===== src/rtl/rtc_rsync_pkg.sv =====
package rtc_rsync_pkg;

    localparam int FLG_SEC  = 0;
    localparam int FLG_ALR  = 1;
    localparam int FLG_OVF  = 2;
    localparam int FLG_SYNC = 3;
    localparam int FLG_N    = 4;
    localparam int IRQ_N    = 3;

    typedef struct packed {
        logic sync;
        logic ovf;
        logic alr;
        logic sec;
    } flag_t;

    // clear-by-zero first, then hardware set wins
    function automatic flag_t flag_next(flag_t cur, logic wr,
                                        logic [FLG_N-1:0] wdata, flag_t set);
        logic [FLG_N-1:0] v;
        v = cur;
        if (wr) v = v & wdata;
        return flag_t'(v | set);
    endfunction

endpackage


===== src/rtl/rsync_edge.sv =====
module rsync_edge #(
    parameter int SYNC_STAGES = 2
) (
    input  logic clk,
    input  logic rst,
    input  logic async_in,
    output logic rise_o
);
    localparam int CHAIN_W = SYNC_STAGES + 1;

    logic [CHAIN_W-1:0] chain;

    always_ff @(posedge clk) begin
        if (rst) chain <= '0;
        else     chain <= {chain[CHAIN_W-2:0], async_in};
    end

    assign rise_o = chain[SYNC_STAGES-1] & ~chain[SYNC_STAGES];

    // a detected edge lasts one bus cycle
    a_r3_single_pulse: assert property (@(posedge clk) disable iff (rst)
        rise_o |=> !rise_o);
endmodule


===== src/rtl/rsync_shadow.sv =====
module rsync_shadow #(
    parameter int CNT_W = 32,
    parameter int DIV_W = 20
) (
    input  logic             clk,
    input  logic             rst,
    input  logic             load,
    input  logic [CNT_W-1:0] core_cnt,
    input  logic [DIV_W-1:0] core_div,
    output logic [CNT_W-1:0] shd_cnt,
    output logic [DIV_W-1:0] shd_div
);
    always_ff @(posedge clk) begin
        if (rst) begin
            shd_cnt <= '0;
            shd_div <= '0;
        end else if (load) begin
            shd_cnt <= core_cnt;
            shd_div <= core_div;
        end
    end

    a_r2_hold: assert property (@(posedge clk) disable iff (rst)
        !load |=> ($stable(shd_cnt) && $stable(shd_div)));
    a_r2_capture: assert property (@(posedge clk) disable iff (rst)
        load |=> (shd_cnt == $past(core_cnt) && shd_div == $past(core_div)));
endmodule


===== src/rtl/rsync_flags.sv =====
module rsync_flags
    import rtc_rsync_pkg::*;
(
    input  logic             clk,
    input  logic             rst,
    input  logic             load,
    input  logic             sec_evt,
    input  logic             alr_evt,
    input  logic             ovf_evt,
    input  logic             flag_wr,
    input  logic [FLG_N-1:0] flag_wdata,
    input  logic             ien_wr,
    input  logic [IRQ_N-1:0] ien_wdata,
    output flag_t            flags_q,
    output logic [IRQ_N-1:0] ien_q
);
    flag_t set_v;

    always_comb begin
        set_v      = '0;
        set_v.sync = load;
        set_v.sec  = load & sec_evt;
        set_v.alr  = load & alr_evt;
        set_v.ovf  = load & ovf_evt;
    end

    always_ff @(posedge clk) begin
        if (rst) begin
            flags_q <= '0;
            ien_q   <= '0;
        end else begin
            flags_q <= flag_next(flags_q, flag_wr, flag_wdata, set_v);
            if (ien_wr) ien_q <= ien_wdata;
        end
    end

    a_r4_sync_on_load: assert property (@(posedge clk) disable iff (rst)
        load |=> flags_q.sync);
    a_r7_set_beats_clear: assert property (@(posedge clk) disable iff (rst)
        (load && sec_evt && flag_wr && !flag_wdata[FLG_SEC]) |=> flags_q.sec);
    a_r6_no_set_without_load: assert property (@(posedge clk) disable iff (rst)
        !load |=> ((flags_q & ~$past(flags_q)) == '0));
    a_r8_enable_load: assert property (@(posedge clk) disable iff (rst)
        ien_wr |=> (ien_q == $past(ien_wdata)));
endmodule


===== src/rtl/rtc_status_sync.sv =====
module rtc_status_sync
    import rtc_rsync_pkg::*;
#(
    parameter int CNT_W       = 32,
    parameter int DIV_W       = 20,
    parameter int SYNC_STAGES = 2
) (
    input  logic             clk,
    input  logic             rst,
    input  logic             rtc_clk,
    input  logic [CNT_W-1:0] core_cnt,
    input  logic [DIV_W-1:0] core_div,
    input  logic             core_sec_evt,
    input  logic             core_alr_evt,
    input  logic             core_ovf_evt,
    input  logic             flag_wr,
    input  logic [3:0]       flag_wdata,
    input  logic             ien_wr,
    input  logic [2:0]       ien_wdata,
    output logic [CNT_W-1:0] shd_cnt,
    output logic [DIV_W-1:0] shd_div,
    output logic [3:0]       flags,
    output logic [2:0]       ien,
    output logic [2:0]       irq
);
    logic  refresh;
    flag_t flg;

    rsync_edge #(.SYNC_STAGES(SYNC_STAGES)) u_edge (
        .clk      (clk),
        .rst      (rst),
        .async_in (rtc_clk),
        .rise_o   (refresh)
    );

    rsync_shadow #(.CNT_W(CNT_W), .DIV_W(DIV_W)) u_shadow (
        .clk      (clk),
        .rst      (rst),
        .load     (refresh),
        .core_cnt (core_cnt),
        .core_div (core_div),
        .shd_cnt  (shd_cnt),
        .shd_div  (shd_div)
    );

    rsync_flags u_flags (
        .clk        (clk),
        .rst        (rst),
        .load       (refresh),
        .sec_evt    (core_sec_evt),
        .alr_evt    (core_alr_evt),
        .ovf_evt    (core_ovf_evt),
        .flag_wr    (flag_wr),
        .flag_wdata (flag_wdata),
        .ien_wr     (ien_wr),
        .ien_wdata  (ien_wdata),
        .flags_q    (flg),
        .ien_q      (ien)
    );

    assign flags = flg;
    assign irq   = flags[IRQ_N-1:0] & ien;

    // outputs zero in the cycle after reset
    a_r1_reset_clear: assert property (@(posedge clk)
        rst |=> (flags == '0 && ien == '0 && shd_cnt == '0));
endmodule


===== config.mk =====
export PLATFORM = sky130hd
export DESIGN_NAME = rtc_status_sync
export DESIGN_NICKNAME = d
export VERILOG_FILES = /design/src/rtl/rtc_rsync_pkg.sv /design/src/rtl/rsync_edge.sv /design/src/rtl/rsync_shadow.sv /design/src/rtl/rsync_flags.sv /design/src/rtl/rtc_status_sync.sv
export SDC_FILE = /design/constraint.sdc
export NUM_CORES = 1
export LEC_CHECK = 0
export BUFFER_PORTS_ARGS = -buffer_cell sky130_fd_sc_hd__buf_4
export CELL_PAD_IN_SITES_DETAIL_PLACEMENT = 1
export CELL_PAD_IN_SITES_GLOBAL_PLACEMENT = 2
export CORE_MARGIN = 5
export CORE_UTILIZATION = 27
export DETAILED_ROUTE_END_ITERATION = 10
export GPL_TIMING_DRIVEN = 0
export PLACE_DENSITY_LB_ADDON = 0.05
export SKIP_CTS_REPAIR_TIMING = 1
export SYNTH_ARGS = -nofsm -noshare
export SYNTH_HDL_FRONTEND = slang
export SYNTH_SLANG_ARGS = --single-unit

===== constraint.sdc =====
create_clock -name clk -period 1.28 [get_ports clk]
set_input_delay 0 -clock clk [delete_from_list [all_inputs] [get_ports clk]]
set_output_delay 0 -clock clk [all_outputs]
set_load 0.05 [all_outputs]

==> out/qor.csv, run 1 <==
stage;metric;value;unit
sta;period_share;93.70;%
pwr;pwr-share-seq;43.9;%
floorplan;die-area;12610;um^2
route;drtIter0Drc;97;
yosys;synth_warnings;0;
yosys;synth-seq-area-share;43.91;%
yosys;synth_area_leader_cell;dfxtp_1;
placement;dp_hpwl;6586;um
floorplan;dieWidth;112.3;um
clock_tree;clkTransAtPathRegs;0.07;ns
yosys;synth_xor_area_share;0;%
worst_hold_path;min_to;u_shadow.shd_cnt[24];
sta;period_needed;1.199;ns
worst_setup_path;r2r_end;u_shadow.shd_div[8];
sta;tightest_slew;0.4778;ns
yosys;synth-adder-area-share;0;%
sta;fin_ws;0.08067;ns
sta;setup_viol;0;
clock_tree;cts_tree;yes;
cells_and_area;nNetsFinal;546;
global_route;grt-ovfl-total;0;
run_status;outcome;complete, no violations;
worst_setup_path;crit_path_start;ien_wdata[0];
sta;holdWs;0.1054;ns
floorplan;core;10280;um^2
placement;dp_slack;-0.04696;ns
pwr;p_switching;1.280;mW
clock_tree;clock_sinks;62;
placement;gp_congestion;0.7251;
yosys;avgSynthCellArea;10.39;um^2
sta;final-hold-violation-count;0;
pwr;power_switching_share;27.51;%
worst_setup_path;cp.arrival;1.42;ns
sta;maxSlewViolCount;0;
global_route;grt_max_degree;11;
pwr;p_leak;1.986;nW
pwr;vdd_ir_drop_max;0.3738;mV
pwr;intPower;3.373;mW
floorplan;fp.dieH;112.3;um
floorplan;start_util;27.50;%
sta;clock_skew;0.008727;ns
worst_hold_path;hp-start;rst;
sta;grt_setup_unrepaired;no;
cells_and_area;layout_commonest_cell;buf_4;
pwr;p_clk_share;35.5;%
route;drc;0;
clock_tree;cts_htree_levels;3;
sta;slew_headroom;68.15;%
floorplan;ioPinCount;129;
cells_and_area;mostFrequentLayoutCells;128 x buf_4, 69 x dlygate4sd3_1, 60 x dfxtp_1;
yosys;synth.distinct_cells;19;
pwr;power_density;962.7;nW/um^2
worst_setup_path;worstSetupPathType;input pin to flop;
yosys;yosysTopAreaCellShare;43.91;%
yosys;synth.area.top_cells;dfxtp_1 44%, nand4bb_1 21%, nand2b_1 12%, o21ai_2 6.2%, o21ai_1 5.7%;
yosys;synthMuxAreaShare;1.062;%
route;viasPerCell;4.503;
global_route;grt_usage;13.98;%
worst_setup_path;crit_path_start_kind;input pin;
yosys;synth_top_family_by_area;simple AND/OR/NAND/NOR gates;
yosys;synthesis.instances;272;
yosys;syn_area;2826;um^2
route;vias;2792;
route;ant_nets;0;
global_route;grt_pass1_wl;14280;um
yosys;yosys_register_bits;62;
route;wl;9552;um
yosys;synth_compound_area_share;13.24;%
sta;fmax;833.8;MHz
cells_and_area;syn_to_final_growth;71.01;%
floorplan;row_count;37;
worst_setup_path;cp-end-kind;flop;
worst_setup_path;required;1.50;ns
clock_tree;cts-buffers-inserted;9;
yosys;syn_nets;339;
pwr;power;4.653;mW
global_route;antenna_found_initial;0;
global_route;grt_pass1_vias;2753;
worst_setup_path;critPathMaxFanout;1;
route;drt_first_pass_iters;4;
placement;port_buffers;127;
clock_tree;clkLatencyLatePin;0.33;ns
cells_and_area;layout-drive-gt1-share;37.40;%
worst_hold_path;hold_path_depth;3;
route;wl_per_cell;15.41;um
worst_setup_path;reg2reg_from;u_edge.chain[1];
yosys;synth-simple-area-share;36.03;%
clock_tree;cts_max_path_buffers;2;
cells_and_area;num_antenna_cells;0;
flow_run;cap_violations;0;
pwr;combPwrFrac;20.6;%
worst_hold_path;hp-class;input pin to flop;
clock_tree;root_buffer;clkbuf_8;
worst_setup_path;reg2reg_slack;0.09;ns
worst_setup_path;worstRegToRegCells;3;
-- layout make-up --
class	count	area, um^2
plain buffers	28	167.7
clock buffers	11	131.4
clock inverters	5	50.05
fillers	1204	5444
inverters	1	3.754
multi-input cells	181	1423
flip-flops and latches	62	1244
well taps	136	170.2
repair buffers	196	1644
-- power groups by stage --
stage                     combinational, mW  sequential, mW  clock [mW]
after CTS                             0.793            2.04        1.73
final                                 0.961            2.04        1.65
after detailed placement              0.792            2.09           0
after floorplan                       0.233            2.30           0
after global placement                0.792            2.08           0
after global routing                   1.02            2.05        1.81
-- flip-flops by register name, indices dropped and copies added (netlist names) --
register / cells
u_flags.ien_q: 3
u_shadow.shd_cnt: 32
u_flags.flags_q: 4
u_edge.chain: 3
u_shadow.shd_div: 20
-- through the flow --
stage          TNS [ns]  util (%)  instance area (um^2)  cells
6_report              0     47.03                  4833    620
5_1_grt               0     47.03                  4833    620
4_1_cts          -1.654     40.20                  4131    551
3_5_place_dp     -1.453     38.43                  3950    535
3_3_place_gp    -0.6553     38.43                  3950    535
2_1_floorplan         0         -                  2826    272
-- logic make-up (layout without fill, tap and decap cells) --
group	count (synthesis)	after routing
buffers and inverters	29	241
AND/OR/NAND/NOR	122	122
AO/OA/AOI/OAI	56	56
multiplexers	3	3
flip-flops	62	62
-- worst max-delay path, cell delays in order --
cell           delay (ns)
dlygate4sd3_1        0.55
buf_4                0.13
mux2i_1              0.13
dlygate4sd3_1        0.57
nor2_1               0.04
-- per-layer routing --
metal | track usage, % | share of wire [%]
met1 | 16.83 | 44
met2 | 22.73 | 49
met3 | 5.822 | 6.3
met4 | 4.327 | 0.95
met5 | 0 | 0
-- worst max path at each step --
stage               cells past startpoint                    to
finish                                  5      u_flags.ien_q[0]
global route                            4   u_shadow.shd_cnt[1]
CTS                                     4  u_shadow.shd_div[16]
detailed placement                      4  u_shadow.shd_cnt[13]
global placement                        4   u_shadow.shd_cnt[1]
floorplan                               1                irq[0]
-- cells in the mapped netlist --
library cell and n:
a22o_1 1, a32o_1 3, and2_1 3, buf_2 3, buf_4 1, buf_6 3
buf_8 2, clkbuf_1 18, clkbuf_2 1, dfxtp_1 62, inv_1 1, mux2i_1 3
nand2b_1 56, nand4bb_1 52, nor2_1 3, nor2b_1 7, nor2b_2 1, o21ai_1 32
o21ai_2 20
Power figures use the tool's default switching activity.
==> inputs of run 2 (changes only) <==
- PLACE_DENSITY: unset -> 0.85
- PLACE_DENSITY_LB_ADDON: 0.05 -> unset
- clock period: 1.28 -> 1.35 ns (I/O delays scaled with it)
==> run 2 against run 1 <==
- the flow now finishes with violations (setup timing)
- first-iteration DRC count rose by 11%
- non-clock buffer count unchanged
- utilization is 0.061 points lower
==> out/qor.csv, run 2 (synthesis gave the netlist of run 1 again) <==
stage;metric;value;unit;change
sta;fin_ws;-0.009989;ns;-0.09066 ns
run_status;violations;setup timing;;
worst_setup_path;critPathMaxFanout;1;;unchanged
cells_and_area;reg.largest.list;u_shadow.shd_cnt: 32 flops, u_shadow.shd_div: 20 flops, u_flags.flags_q: 4 flops;;
cells_and_area;top_register;u_shadow.shd_cnt;;
worst_setup_path;max_stage_delay;0.56;ns;about the same
sta;fmax;735.3;MHz;
route;drt_first_pass_iters;4;;unchanged
cells_and_area;syn_to_final_growth;70.78;%;
cells_and_area;nNetsFinal;546;;unchanged
worst_setup_path;required;1.57;ns;+0.07 ns
sta;tightest_slew;0.4771;ns;-0.0006690 ns
cells_and_area;layout-drive-gt1-share;36.36;%;-1.0 points
floorplan;start_util;27.50;%;unchanged
worst_setup_path;crit_chain;dlygate4sd3_1, buf_4, nand2b_1, dlygate4sd3_1, a32o_1;;
route;drtIter0Drc;108;;+11%
placement;dpl_cell_area;3950;um^2;unchanged
floorplan;fp.dieH;112.3;um;unchanged
pwr;power_switching_share;29.63;%;+2.1 points
global_route;grt_max_degree;13;;+2
cells_and_area;num_antenna_cells;0;;unchanged
floorplan;core;10280;um^2;unchanged
cells_and_area;multi_input_area;1423;um^2;unchanged
cells_and_area;fillers;1171;;-2.7%
cells_and_area;mostFrequentLayoutCells;128 x buf_4, 69 x dlygate4sd3_1, 60 x dfxtp_1;;
route;wl;10300;um;+7.8%
global_route;antenna_found_initial;0;;unchanged
clock_tree;cts_htree_levels;3;;unchanged
worst_hold_path;hp-start;flag_wdata[2];;
placement;gp_congestion;0.7166;;-1.2%
cells_and_area;largest_reg_flops;32;;unchanged
worst_setup_path;cp_top_family;buffers and inverters;;
worst_setup_path;cpMaxStageDelayCell;dlygate4sd3_1;;
clock_tree;clkLatencyLatePin;0.34;ns;about the same
worst_setup_path;cp.arrival;1.58;ns;+0.16 ns
worst_setup_path;worstSetupPathType;input pin to flop;;
route;vias;2840;;+1.7%
pwr;p_switching;1.297;mW;+1.3%
sta;period_share;100.7;%;
sta;period_needed;1.360;ns;
sta;final-hold-violation-count;0;;unchanged
route;drc;0;;unchanged
cells_and_area;layout_commonest_cell;buf_4;;
clock_tree;clock_sinks;62;;unchanged
run_status;outcome;finished with violations;;
floorplan;row_count;37;;unchanged
route;wl_per_cell;16.60;um;+7.8%
pwr;vdd_ir_drop_max;0.4951;mV;+32%
placement;placedCellCount;535;;unchanged
sta;setup_viol;1;;+1
sta;slew_headroom;68.19;%;about the same
pwr;p_clk_share;34.7;%;-0.8 points
sta;clock_skew;0.01323;ns;+0.004504 ns
placement;dp_hpwl;6837;um;+3.8%
floorplan;dieWidth;112.3;um;unchanged
worst_setup_path;crit_path_start;flag_wdata[1];;
worst_hold_path;hp-class;input pin to flop;;
pwr;power_density;906.6;nW/um^2;-5.8%
placement;dp_slack;-0.03616;ns;+0.01080 ns
clock_tree;cts-buffers-inserted;9;;unchanged
flow_run;cap_violations;0;;unchanged
clock_tree;cts_tree;yes;;
clock_tree;cts_max_path_buffers;2;;unchanged
sta;maxSlewViolCount;0;;unchanged
pwr;pwr-share-seq;44.3;%;+0.4 points
floorplan;die-area;12610;um^2;unchanged
pwr;intPower;3.079;mW;-8.7%
global_route;grt-ovfl-total;0;;unchanged
global_route;grt_usage;14.19;%;+0.21 points
pwr;p_leak;1.951;nW;-1.7%
worst_setup_path;path_buf_inv;3;;unchanged
placement;port_buffers;127;;unchanged
global_route;grt_pass1_wl;14480;um;+1.4%
global_route;grt_pass1_vias;2755;;+0.073%
cells_and_area;regArea;1244;um^2;unchanged
floorplan;ioPinCount;129;;unchanged
route;ant_nets;0;;unchanged
worst_setup_path;crit_path_frequent_cell;dlygate4sd3_1;;
worst_setup_path;reg2reg_from;u_edge.chain[1];;
clock_tree;root_buffer;clkbuf_8;;
route;viasPerCell;4.581;;+1.7%
cells_and_area;fin_area;4827;um^2;-0.13%
worst_setup_path;cp-end-kind;flop;;
clock_tree;clkTransAtPathRegs;0.08;ns;about the same
cells_and_area;layoutNonFillerInstCount;620;;unchanged
worst_setup_path;crit_path_start_kind;input pin;;
pwr;combPwrFrac;21.0;%;+0.4 points
## run 2: final timing paths
| check | slack, ns | cells past startpoint | endpoint |
|---|---|---|---|
| min reg2reg | 0.44 | 1 | u_edge.chain[1] |
| max reg2reg | 0.12 | 4 | u_shadow.shd_cnt[6] |
| min | 0.0003 | 3 | u_flags.flags_q[2] |
| max | -0.01 | 5 | u_flags.flags_q[1] |
## run 2: worst reg2reg max path, cell delays in order, from the launching register on
cell     delay (ns)
dfxtp_2        0.45
nor2b_2        0.21
buf_6          0.19
buf_6          0.17
o21ai_1        0.09
## run 2: final cells by class
| cell class | instances | area share, % |
|---|---|---|
| inverter | 1 | 0.07776 |
| clock buffer | 10 | 2.851 |
| clock inverter | 6 | 0.9590 |
| timing repair buffer | 196 | 34.06 |
| multi-input combinational | 181 | 29.47 |
| sequential | 62 | 25.76 |
| buffer | 28 | 3.292 |
| tap | 136 | 3.525 |
## run 2: power groups by stage
stage | Clock, mW | Combinational [mW] | Sequential [mW]
3_3_place_gp | 0 | 0.744 | 1.98
3_5_place_dp | 0 | 0.753 | 1.98
4_1_cts | 1.58 | 0.754 | 1.94
5_1_grt | 1.65 | 0.975 | 1.95
6_report | 1.52 | 0.919 | 1.94
2_1_floorplan | 0 | 0.221 | 2.18
## run 2: through the flow
step / hold WS [ns] / total power, mW / utilization [%] / setup TNS (ns)
after floorplan: 0.1282 / 2.405 / - / 0
after global placement: 0.2135 / 2.722 / 38.43 / -0.03924
after detailed placement: 0.2201 / 2.734 / 38.43 / -1.001
after CTS: -0.1516 / 4.274 / 40.22 / -1.880
after global routing: 0.003652 / 4.577 / 46.97 / -0.01619
final: 0.0002855 / 4.376 / 46.97 / -0.009989
## run 2: metal layers
metal | vias to the layer above | routed length, um | global-route usage (%)
met4 | 0 | 151 | 4.728
met5 | - | 0 | 0
met1 | 1363 | 4299 | 17.34
met3 | 13 | 507 | 4.528
li1 | 1384 | - | -
met2 | 80 | 5336 | 23.64
==> inputs of run 3 (changes only) <==
- ABC_AREA: unset -> 1
- CORE_UTILIZATION: 27 -> 23
- PLACE_DENSITY: 0.85 -> 0.83
==> run 3 against run 2 <==
- count of clock-buffer cells in the layout up 3
- sequential cell count unchanged
- largest cell class unchanged
- non-clock buffer count decreased by 48
- clock skew down 0.0045 ns
- largest power group unchanged
- the flow finishes with violations (hold timing)
- synthesized cell count increased by 24%
- combinational power rose by 9%
- critical path depth shrank 2
- clock power increased by 11%
- sequential power grew 2%
- fmax grew 14%
==> out/qor.csv, run 3 <==
stage;metric;value;unit;change
yosys;avgSynthCellArea;7.611;um^2;-27%
cells_and_area;layout_commonest_cell;buf_4;;
route;drc;0;;unchanged
floorplan;core;10890;um^2;+5.9%
cells_and_area;reg.largest.list;u_shadow.shd_cnt: 32 flops, u_shadow.shd_div: 20 flops, u_flags.flags_q: 4 flops;;
worst_hold_path;hp-class;input pin to flop;;
clock_tree;cts_max_path_buffers;2;;unchanged
pwr;vdd_ir_drop_max;0.4013;mV;-19%
yosys;synth_edf_count;0;;unchanged
worst_setup_path;critPathMaxFanout;3;;+2
sta;period_share;88.44;%;-12 points
yosys;synth-async-reset-ratio;0;%;unchanged
sta;tightest_slew;0.2815;ns;-0.1956 ns
run_status;violations;hold timing;;
sta;period_needed;1.194;ns;-0.1660 ns
yosys;synth.area.top_cells;dfxtp_1 48%, nor2_1 16%, nand3b_1 15%, nand2_1 9.3%, buf_6 3.1%;;
route;drt_first_pass_iters;4;;unchanged
worst_hold_path;hp-start;core_div[19];;
sta;setup_viol;0;;-1
route;ant_nets;0;;unchanged
floorplan;fp.dieH;115.8;um;+3.1%
worst_hold_path;min_to;u_shadow.shd_div[19];;
worst_setup_path;reg2reg_from;u_edge.chain[1];;
yosys;synth_area_leader_cell;dfxtp_1;;
global_route;grt_max_degree;11;;-2
yosys;synth_warnings;0;;unchanged
cells_and_area;syn_to_final_growth;61.82;%;
worst_setup_path;worstSetupPathType;flop to flop;;
route;wl_per_cell;13.51;um;-19%
placement;port_buffers;127;;unchanged
sta;slew_headroom;81.21;%;+13 points
cells_and_area;top_register;u_shadow.shd_cnt;;
floorplan;dieWidth;115.8;um;+3.1%
floorplan;ioPinCount;129;;unchanged
cells_and_area;largest_reg_flops;32;;unchanged
worst_setup_path;cp.arrival;1.47;ns;-0.11 ns
global_route;grt_usage;12.54;%;-1.7 points
worst_setup_path;crit_path_start_kind;flop;;
clock_tree;clkTransAtPathRegs;0.08;ns;about the same
pwr;power_density;1123;nW/um^2;+24%
run_status;outcome;finished with violations;;
worst_setup_path;reg2reg_slack;0.16;ns;+0.04 ns
yosys;yosysMostFrequentCell;nor2_1;;
global_route;antenna_found_initial;0;;unchanged
route;drtIter0Drc;97;;-10%
cells_and_area;layout-drive-gt1-share;32.94;%;-3.4 points
clock_tree;cts_tree;yes;;
worst_setup_path;r2r_end;u_flags.flags_q[3];;
clock_tree;clkLatencyLatePin;0.33;ns;about the same
cells_and_area;fillers;1313;;+12%
route;vias;2737;;-3.6%
yosys;synth.distinct_cells;12;;-7
worst_setup_path;required;1.63;ns;+0.06 ns
global_route;grt-ovfl-total;0;;unchanged
worst_hold_path;hold_path_depth;4;;+1
route;wl_met3;742;um;+46%
yosys;syn_nets;405;;+19%
route;top_layer_used;met4;;
sta;maxSlewViolCount;0;;unchanged
worst_setup_path;worstRegToRegCells;3;;-1
yosys;synth-seq-area-share;48.25;%;+4.3 points
sta;fmax;837.5;MHz;+14%
global_route;grt_pass1_wl;13340;um;-7.9%
yosys;yosysTopAreaCellShare;48.25;%;+4.3 points
floorplan;row_count;38;;+2.7%
floorplan;die-area;13400;um^2;+6.2%
route;viasPerCell;4.230;;-7.6%
sta;final-hold-violation-count;27;;+27
yosys;synthesis.instances;338;;+24%
sta;holdWs;-0.01942;ns;-0.01971 ns
clock_tree;root_buffer;clkbuf_8;;
global_route;grt_pass1_vias;2817;;+2.3%
worst_setup_path;cp-end-kind;flop;;
floorplan;start_util;23.63;%;-3.9 points
cells_and_area;mostFrequentLayoutCells;133 x buf_4, 113 x nor2_1, 64 x nand2_1;;
yosys;synth_common_cells;113 x nor2_1, 64 x nand2_1, 62 x dfxtp_1, 52 x nand3b_1, 11 x inv_1;;
route;met2_length;4501;um;-16%
yosys;yosys_register_bits;62;;unchanged
route;wl;8738;um;-15%
route;wirelength_met1;3429;um;-20%
sta;grt_setup_unrepaired;no;;
sta;setup_tns;0;ns;+0.009989 ns
yosys;ys.flop_type;dfxtp_1;;
cells_and_area;num_antenna_cells;0;;unchanged
flow_run;cap_violations;0;;unchanged
cells_and_area;nNetsFinal;569;;+4.2%
pwr;p_leak;2.001;nW;+2.6%
placement;dp_hpwl;6340;um;-7.3%
clock_tree;clock_sinks;62;;unchanged
yosys;syn_area;2572;um^2;-9.0%
pwr;power;4.673;mW;+6.8%
clock_tree;cts-buffers-inserted;9;;unchanged
clock_tree;cts_htree_levels;3;;unchanged
sta;clock_skew;0.008683;ns;-0.004548 ns
placement;gp_congestion;0.7265;;+1.4%
[run 3: cell count changes in the layout (fill, tap and decap cells not counted), moves of 32 or more]
cell / before / now
nand4bb_1: 52 / 0
nand2_1: 0 / 64
dlygate4sd3_1: 69 / 26
nand2b_1: 56 / 0
nand3b_1: 0 / 52
o21ai_1: 32 / 0
nor2_1: 3 / 113
[run 3: stage by stage]
stage / util, % / std cells / setup slack (ns) / cell area [um^2]
after floorplan: - / 338 / 0.2982 / 2572
after global placement: 33.99 / 605 / 0.2947 / 3701
after detailed placement: 33.99 / 605 / 0.2288 / 3701
after CTS: 35.84 / 621 / 0.2094 / 3902
after global routing: 38.23 / 647 / 0.1057 / 4163
final: 38.23 / 647 / 0.1560 / 4163
[run 3: logic make-up (layout without fill, tap and decap cells)]
| family | Yosys count | count (layout) | synth area share, % |
|---|---|---|---|
| buf+inv | 37 | 206 | 8.804 |
| compound gates | 7 | 7 | 1.362 |
| simple gates | 232 | 232 | 41.59 |
| flops | 62 | 62 | 48.25 |
[run 3: worst max-delay path by stage]
stage                  startpoint              endpoint  slack (ns)  depth (start not counted)
2_1_floorplan  u_flags.flags_q[2]                irq[2]        0.30                          2
3_3_place_gp      u_edge.chain[1]  u_shadow.shd_cnt[11]        0.29                          5
3_5_place_dp      u_edge.chain[1]  u_shadow.shd_cnt[26]        0.23                          5
4_1_cts           u_edge.chain[1]  u_shadow.shd_cnt[13]        0.21                          5
5_1_grt           u_edge.chain[1]    u_flags.flags_q[3]        0.11                          3
6_report          u_edge.chain[1]    u_flags.flags_q[3]        0.16                          3
[run 3: area by class of cell]
cell class | count | area [um^2] | area share, %
Sequential cell | 62 | 1241 | 29.82
Timing Repair Buffer | 153 | 1214 | 29.16
Multi-Input combinational cell | 239 | 1105 | 26.54
Tap cell | 140 | 175.2 | 4.208
Buffer | 23 | 173.9 | 4.178
Clock buffer | 13 | 158.9 | 3.817
Inverter | 14 | 52.55 | 1.262
Clock inverter | 3 | 42.54 | 1.022
[run 3: critical path, stage by stage (launching register included)]
cell and delay, ns:
dfxtp_1 0.36, nand2_1 0.10, a21oi_1 0.13, dlygate4sd3_1 0.55
[run 3: metal layers]
layer / vias to the layer above / GRT usage [%]
met3: 7 / 4.386
met2: 84 / 22.30
met1: 1272 / 14.26
met5: - / 0
li1: 1374 / -
met4: 0 / 3.480
[run 3: report_power, final]
part	switching, mW	total [mW]	internal, mW
Clock	0.737	1.69	0.954
Sequential	0.0534	1.98	1.92
Combinational	0.583	1.00	0.421
Total	1.37	4.67	3.30
